$ cat config.mk
export PLATFORM = sky130hd
export DESIGN_NAME = xlat_buf
export DESIGN_NICKNAME = d
export VERILOG_FILES = /design/src/rtl/xlat_pkg.sv /design/src/rtl/xlat_match.sv /design/src/rtl/xlat_victim.sv /design/src/rtl/xlat_buf.sv
export SDC_FILE = /design/constraint.sdc
export NUM_CORES = 2
export LEC_CHECK = 0
export ABC_AREA = 1
export BUFFER_PORTS_ARGS = -buffer_cell sky130_fd_sc_hd__buf_2
export CAP_MARGIN = 20
export CORE_MARGIN = 2
export CORE_UTILIZATION = 43
export CTS_CLUSTER_DIAMETER = 80
export DETAILED_ROUTE_END_ITERATION = 8
export PLACE_DENSITY = 0.67
export SYNTH_ARGS = -nofsm -noshare
export SYNTH_HDL_FRONTEND = slang
export SYNTH_SLANG_ARGS = --single-unit
$ cat constraint.sdc
create_clock -name clk -period 8.7 [get_ports clk]
set_input_delay 0 -clock clk [delete_from_list [all_inputs] [get_ports clk]]
set_output_delay 0 -clock clk [all_outputs]
set_load 0.01 [all_outputs]
$ cat src/rtl/xlat_pkg.sv
package xlat_pkg;

  typedef struct packed {
    logic valid;
    logic ref_b;
    logic dirty;
    logic wr_ok;
  } ent_flags_t;

  typedef enum logic [1:0] {
    RK_NONE  = 2'd0,
    RK_HIT   = 2'd1,
    RK_MISS  = 2'd2,
    RK_WPROT = 2'd3
  } rsp_kind_e;

endpackage

$ cat src/rtl/xlat_match.sv
module xlat_match #(
  parameter int ENTRIES = 16,
  parameter int VPN_W   = 20,
  parameter int PID_W   = 8,
  localparam int IDX_W  = $clog2(ENTRIES)
) (
  input  logic [ENTRIES-1:0] valid_vec,
  input  logic [VPN_W-1:0]   tag_vpn [ENTRIES],
  input  logic [PID_W-1:0]   tag_pid [ENTRIES],
  input  logic [VPN_W-1:0]   lk_vpn,
  input  logic [PID_W-1:0]   lk_pid,
  output logic               m_any,
  output logic [IDX_W-1:0]   m_idx
);

  logic [ENTRIES-1:0] mvec;

  for (genvar g = 0; g < ENTRIES; g++) begin : g_cmp
    assign mvec[g] = valid_vec[g] && (tag_vpn[g] == lk_vpn) && (tag_pid[g] == lk_pid);
  end

  assign m_any = |mvec;

  always_comb begin
    m_idx = '0;
    for (int i = ENTRIES - 1; i >= 0; i--) begin
      if (mvec[i]) m_idx = IDX_W'(i);
    end
  end

endmodule

$ cat src/rtl/xlat_victim.sv
module xlat_victim #(
  parameter int ENTRIES = 16,
  localparam int IDX_W  = $clog2(ENTRIES)
) (
  input  logic [ENTRIES-1:0] valid_vec,
  input  logic [ENTRIES-1:0] ref_vec,
  input  logic [IDX_W-1:0]   rr_ptr,
  output logic [IDX_W-1:0]   victim,
  output logic               use_free
);

  logic found;

  always_comb begin
    victim   = rr_ptr;
    use_free = 1'b0;
    found    = 1'b0;
    for (int i = ENTRIES - 1; i >= 0; i--) begin
      if (!valid_vec[i]) begin
        victim   = IDX_W'(i);
        use_free = 1'b1;
      end
    end
    if (!use_free) begin
      for (int k = 0; k < ENTRIES; k++) begin
        if (!found && !ref_vec[(int'(rr_ptr) + k) % ENTRIES]) begin
          victim = IDX_W'((int'(rr_ptr) + k) % ENTRIES);
          found  = 1'b1;
        end
      end
    end
  end

endmodule

$ cat src/rtl/xlat_buf.sv
module xlat_buf #(
  parameter int VA_W    = 32,
  parameter int PA_W    = 28,
  parameter int OFS_W   = 12,
  parameter int PID_W   = 8,
  parameter int ENTRIES = 16,
  localparam int VPN_W  = VA_W - OFS_W,
  localparam int PPN_W  = PA_W - OFS_W,
  localparam int IDX_W  = $clog2(ENTRIES)
) (
  input  logic             clk,
  input  logic             rst,
  input  logic             req_valid,
  input  logic [VA_W-1:0]  req_addr,
  input  logic             req_write,
  input  logic [PID_W-1:0] req_pid,
  input  logic             fill_valid,
  input  logic [VPN_W-1:0] fill_vpn,
  input  logic [PPN_W-1:0] fill_ppn,
  input  logic [PID_W-1:0] fill_pid,
  input  logic             fill_wr_ok,
  input  logic             flush,
  output logic             rsp_valid,
  output logic             rsp_hit,
  output logic             rsp_miss,
  output logic             rsp_wprot,
  output logic             rsp_dirty,
  output logic [PA_W-1:0]  rsp_paddr
);
  import xlat_pkg::*;

  ent_flags_t       ent_f   [ENTRIES];
  logic [VPN_W-1:0] tag_vpn [ENTRIES];
  logic [PID_W-1:0] tag_pid [ENTRIES];
  logic [PPN_W-1:0] ppn_mem [ENTRIES];

  logic [ENTRIES-1:0] valid_vec, ref_vec;
  logic [IDX_W-1:0]   rr_ptr, victim, m_idx;
  logic               use_free, m_any, do_fill;
  rsp_kind_e          kind;

  for (genvar g = 0; g < ENTRIES; g++) begin : g_flags
    assign valid_vec[g] = ent_f[g].valid;
    assign ref_vec[g]   = ent_f[g].ref_b;
  end

  xlat_match #(.ENTRIES(ENTRIES), .VPN_W(VPN_W), .PID_W(PID_W)) u_match (
    .valid_vec (valid_vec),
    .tag_vpn   (tag_vpn),
    .tag_pid   (tag_pid),
    .lk_vpn    (req_addr[VA_W-1:OFS_W]),
    .lk_pid    (req_pid),
    .m_any     (m_any),
    .m_idx     (m_idx)
  );

  xlat_victim #(.ENTRIES(ENTRIES)) u_victim (
    .valid_vec (valid_vec),
    .ref_vec   (ref_vec),
    .rr_ptr    (rr_ptr),
    .victim    (victim),
    .use_free  (use_free)
  );

  assign do_fill = fill_valid && !flush;

  // outcome of the current request
  always_comb begin
    if (!req_valid)                              kind = RK_NONE;
    else if (!m_any)                             kind = RK_MISS;
    else if (req_write && !ent_f[m_idx].wr_ok)   kind = RK_WPROT;
    else                                         kind = RK_HIT;
  end

  // registered response
  always_ff @(posedge clk) begin
    if (rst) begin
      rsp_valid <= 1'b0;
      rsp_hit   <= 1'b0;
      rsp_miss  <= 1'b0;
      rsp_wprot <= 1'b0;
      rsp_dirty <= 1'b0;
      rsp_paddr <= '0;
    end else begin
      rsp_valid <= (kind != RK_NONE);
      rsp_hit   <= (kind == RK_HIT);
      rsp_miss  <= (kind == RK_MISS);
      rsp_wprot <= (kind == RK_WPROT);
      rsp_dirty <= (kind == RK_HIT) && (ent_f[m_idx].dirty || req_write);
      rsp_paddr <= (kind == RK_HIT) ? {ppn_mem[m_idx], req_addr[OFS_W-1:0]} : '0;
    end
  end

  // entry flags: flush, then refill, then access update
  always_ff @(posedge clk) begin
    if (rst) begin
      for (int i = 0; i < ENTRIES; i++) ent_f[i] <= '0;
    end else begin
      for (int i = 0; i < ENTRIES; i++) begin
        if (flush) begin
          ent_f[i].valid <= 1'b0;
        end else if (fill_valid && victim == IDX_W'(i)) begin
          ent_f[i] <= '{valid: 1'b1, ref_b: 1'b0, dirty: 1'b0, wr_ok: fill_wr_ok};
        end else if (kind == RK_HIT && m_idx == IDX_W'(i)) begin
          ent_f[i].ref_b <= 1'b1;
          if (req_write) ent_f[i].dirty <= 1'b1;
        end
      end
    end
  end

  // tag and page storage, written only by refill
  always_ff @(posedge clk) begin
    if (do_fill) begin
      tag_vpn[victim] <= fill_vpn;
      tag_pid[victim] <= fill_pid;
      ppn_mem[victim] <= fill_ppn;
    end
  end

  // rotating replacement pointer
  always_ff @(posedge clk) begin
    if (rst) begin
      rr_ptr <= '0;
    end else if (do_fill && !use_free) begin
      rr_ptr <= (victim == IDX_W'(ENTRIES - 1)) ? '0 : victim + 1'b1;
    end
  end

endmodule

==> results.md <==
Outcome:
- The flow ran to the end, and the final reports show no timing, DRC or antenna violations.

STA:
- The final count of hold timing violations is 0.
- Subtracting the final worst setup slack from the clock period gives between 6 and 7 ns.
- Static timing analysis puts the maximum clock frequency at between 150 and 200 MHz.
- Measured against its own limit, the worst slew margin works out to between 30% and 40%.
- In the final timing run, aggregate negative setup slack is 0 ns.
- The count of final max-slew check failures came to 0.
- The slew of the pin with the lowest slew margin is around 1.0 ns.
- Setup violations remaining at the end of the flow were counted as 0.
- Setup repair after global routing left no endpoint under its margin.
- Clock skew on the completed layout was measured at approximately 0.027 ns.
- After layout, the worst path uses between 70% and 80% of the clock period.

Logic synthesis:
- The post-synthesis async set-or-reset flop share is 0%.
- After synthesis, flip-flops and latches occupy between 60% and 70% of the total area.
- After technology mapping, the gate count stands at about 3200.
- The combined area of all synthesized cells is around 0.036 mm2.
- The count of flip-flops with a built-in enable after synthesis is 768.
- The Yosys step of the flow raised 0 warnings.
- Among all flip-flop cells after synthesis, the most frequent one is sky130_fd_sc_hd__edfxtp_1.
- The synthesized net count is between 3000 and 4000.
- The post-synthesis register bit count is around 810.
- The synthesized area per cell is between 10 and 15 um2.
- The distinct cell type count of the synthesized netlist is between 50 and 60.

Global route:
- The total overflow left after global routing is 0.
- Global routing used 26.3% of the available tracks.
- The via count of the first global-routing pass is 24500.
- The largest net degree at the start of global routing is 73.
- The first-pass GRT wire length is between 150 and 200 mm.
- The number of antenna violations at the first check in global routing is 4.

Pwr:
- The switching power is about 1.9 mW.
- The power share of the sequential group is about half.
- Dividing total power by cell area gives a power density of 203 mW/mm2.
- The internal cell power is 6.39 mW.
- Of the total power, the share spent switching nets is 22.9%.
- For this design the static power due to leakage is 14.9 nW.
- The completed layout was analyzed and its total power is roughly 8.3 mW.
- The part of the power in the clock network is a little over two fifths.
- The part of the total power dissipated in combinational logic is under 10%.
- The peak ir drop on the vdd network is approximately 0.14 mV.

Place:
- The final weighted congestion in routability-driven placement is ~0.9.
- The post-detailed-placement half-perimeter wirelength is slightly below 70 mm.
- The count of buffers added on input and output ports is approximately 120.

Setup path:
- The worst setup path is launched from a flip-flop.
- The kind of end point of the critical path is a flip-flop.
- The stage delay of the slowest cell on the critical path is ~0.74 ns.
- The arrival time reported for the critical path endpoint is 6.88 ns.
- The worst setup path is of the reg -> reg kind.
- The data required time at the worst endpoint is about 9.0 ns.
- On the critical path, the stage with the largest delay is an instance of sky130_fd_sc_hd__ha_1.
- The library cell appearing most often on the critical path is sky130_fd_sc_hd__nand2_1.
- The maximum fanout encountered on the critical timing path is 28.
- The number of cells on the worst reg-to-reg path is 32.

CTS:
- In this run, CTS created clock tree buffers numbering between 80 and 90.
- The number of buffers added to fix hold violations after cts is 63.
- Once the clock tree was built, the resizer swapped 0 gates to a different size.
- The CTS clock-pin slew for the worst setup and hold paths is around 0.06 ns.
- The post-CTS setup buffer count is 0.
- The clock passes through at most 3 buffers.
- CTS built an H-tree with a depth of 3.
- The clock latency of the later-clocked register in the worst-skew pair is around 0.66 ns.
- The clock sink total is between 800 and 900.
- The CTS tree is yes.
- In this run the clock root is driven by a sky130_fd_sc_hd__clkbuf_16.

Floorplanning:
- From bottom edge to top edge, the die measures between 200 and 300 um.
- Row generation in the floorplan step produced approximately 110 rows.
- The floorplan die area is about 0.085 mm2.
- The core region area is around 0.08 mm2.
- Once the floorplan was initialized, standard cells occupied between 40 and 50% of the core.
- The die is between 200 and 300 um wide.
- The number of top-level design ports is 124.

Cells and area:
- The area growth from synthesis to layout is 14.1%.
- The end-of-flow core utilization is a little under 50%.
- The final net count is 3459.
- The fraction of final layout cells with drive strength greater than 1 is 12.8%.

Detailed routing:
- The number of nets with antenna violations after routing is 0.
- After detailed routing, the number of vias per cell comes to between 5 and 6.
- The length of the first detailed-routing pass in iterations is 5.
- The routed layout has roughly 26000 vias.
- The detailed router finished its first iteration with approximately 3600 violations.
- The routed design has 114 mm of wire.
- After detailed routing, the average wire length per cell comes to roughly 25 um.
- The post-route DRC violation count is 0.

Min path:
- The number of stages on the worst hold path is 4.
- The classification of the worst-slack hold path is in -> reg.

Job:
- Max-cap violations in this run came to 0.
[power by group through the flow]
stage / combinational, mW / sequential [mW] / clock [mW]
floorplan: 0.198 / 4.37 / 0
global placement: 0.406 / 4.38 / 0
detailed placement: 0.409 / 4.38 / 0
CTS: 0.432 / 4.29 / 3.54
global route: 0.465 / 4.29 / 3.71
finish: 0.448 / 4.29 / 3.54
[synthesized netlist by cell type (all sizes together) (29+ instances only)]
cell type  count  area, um2
dfxtp         37        741
xnor2         62        543
nand3        135        693
a21oi         33        184
xor2          65        569
o21ai        161        806
buf           86        553
edfxtp       768      23100
nand4        130        826
a221oi        29        254
inv          235        895
o22ai         85        532
or2           30        188
nor2         171        812
nand2        923       3590
clkbuf        38        143
nor4          44        275
[through the flow]
step | worst slack (ns) | hold WS [ns] | cell area (um2) | std cells
3_3_place_gp | 2.33 | 0.212 | 37300 | 4272
5_1_grt | 1.57 | 0.106 | 40700 | 4492
4_1_cts | 2.22 | 0.0720 | 40700 | 4488
3_5_place_dp | 2.23 | 0.218 | 37400 | 4274
6_report | 2.14 | 0.112 | 40700 | 4493
2_1_floorplan | 2.25 | 0.0989 | 35700 | 3164
[critical path: cells and delay by family, from the launching register on]
kind            cells  cell delay, ns
buf+inv             6            1.48
fa+ha+maj           2            0.89
simple gates       23            2.98
compound gates      1            0.10
flops               1            0.69
[worst paths after layout]
path	slack, ns	endpoint	from
max	2.14	tag_vpn[113]	rr_ptr[1]
min	0.11	rsp_paddr[11]	req_addr[11]
max reg2reg	2.14	tag_vpn[113]	rr_ptr[1]
min reg2reg	0.71	rsp_paddr[17]	ppn_mem[0][5]
[area by class of cell]
type | instances | area [um2]
Tap cell | 1070 | 1340
Sequential cell | 805 | 23800
Clock inverter | 46 | 424
Timing Repair Buffer | 231 | 1660
Antenna cell | 1 | 2.50
Fill cell | 7051 | 41400
Multi-Input combinational cell | 1995 | 10300
Inverter | 240 | 915
Clock buffer | 105 | 2250
[flip-flops by register name, summed over array words and instances (netlist names)]
signal     flops
tag_pid      128
rsp_miss       1
rsp_valid      1
rsp_wprot      1
rsp_hit        1
tag_vpn      320
ent_f         64
rsp_paddr     28
ppn_mem      256
rsp_dirty      1
rr_ptr         4
[kinds of logic after synthesis]
group,share of synthesized area [%]
and+or+nand+nor,18.7
DFF,66.7
AOI/OAI and AO/OA,6.62
xor gates and xnor gates,3.12
buffers and inverters,4.51
adders and majority gates,0.386
[routing by layer]
layer / global-route usage [%] / wire length, um / vias to the layer above
li1: - / - / 11600
met1: 34.9 / 43500 / 12700
met2: 43.0 / 53900 / 1575
met3: 4.25 / 11900 / 288
met4: 11.2 / 4830 / 0
met5: 0 / 0 / -
[cell usage in the layout (no fill, tap or decap), types with 13 or more instances in the layout]
master                          synthesis  routed
sky130_fd_sc_hd__a211oi_1              14      14
sky130_fd_sc_hd__a21oi_1               30      30
sky130_fd_sc_hd__a221oi_1              29      29
sky130_fd_sc_hd__a22o_1                28      28
sky130_fd_sc_hd__a41oi_1               17      17
sky130_fd_sc_hd__buf_2                 55     124
sky130_fd_sc_hd__buf_4                 17      38
sky130_fd_sc_hd__clkbuf_1              38      16
sky130_fd_sc_hd__clkbuf_16              0      86
sky130_fd_sc_hd__clkinv_1               4      18
sky130_fd_sc_hd__clkinv_2               1      19
sky130_fd_sc_hd__dfxtp_1               37      37
sky130_fd_sc_hd__dlygate4sd3_1          0      63
sky130_fd_sc_hd__edfxtp_1             768     768
sky130_fd_sc_hd__inv_1                210     201
sky130_fd_sc_hd__inv_2                 22      31
sky130_fd_sc_hd__nand2_1              883     883
sky130_fd_sc_hd__nand2_2               34      34
sky130_fd_sc_hd__nand3_1              133     133
sky130_fd_sc_hd__nand4_1              128     128
sky130_fd_sc_hd__nor2_1               141     137
sky130_fd_sc_hd__nor2_2                18      13
sky130_fd_sc_hd__nor2_4                 8      17
sky130_fd_sc_hd__nor3_1                26      26
sky130_fd_sc_hd__nor4_1                44      44
sky130_fd_sc_hd__o21ai_0              155     155
sky130_fd_sc_hd__o22ai_1               85      85
sky130_fd_sc_hd__or2_2                 30      30
sky130_fd_sc_hd__xnor2_1               62      62
sky130_fd_sc_hd__xor2_1                65      65
(Power assumes the default switching activity.)
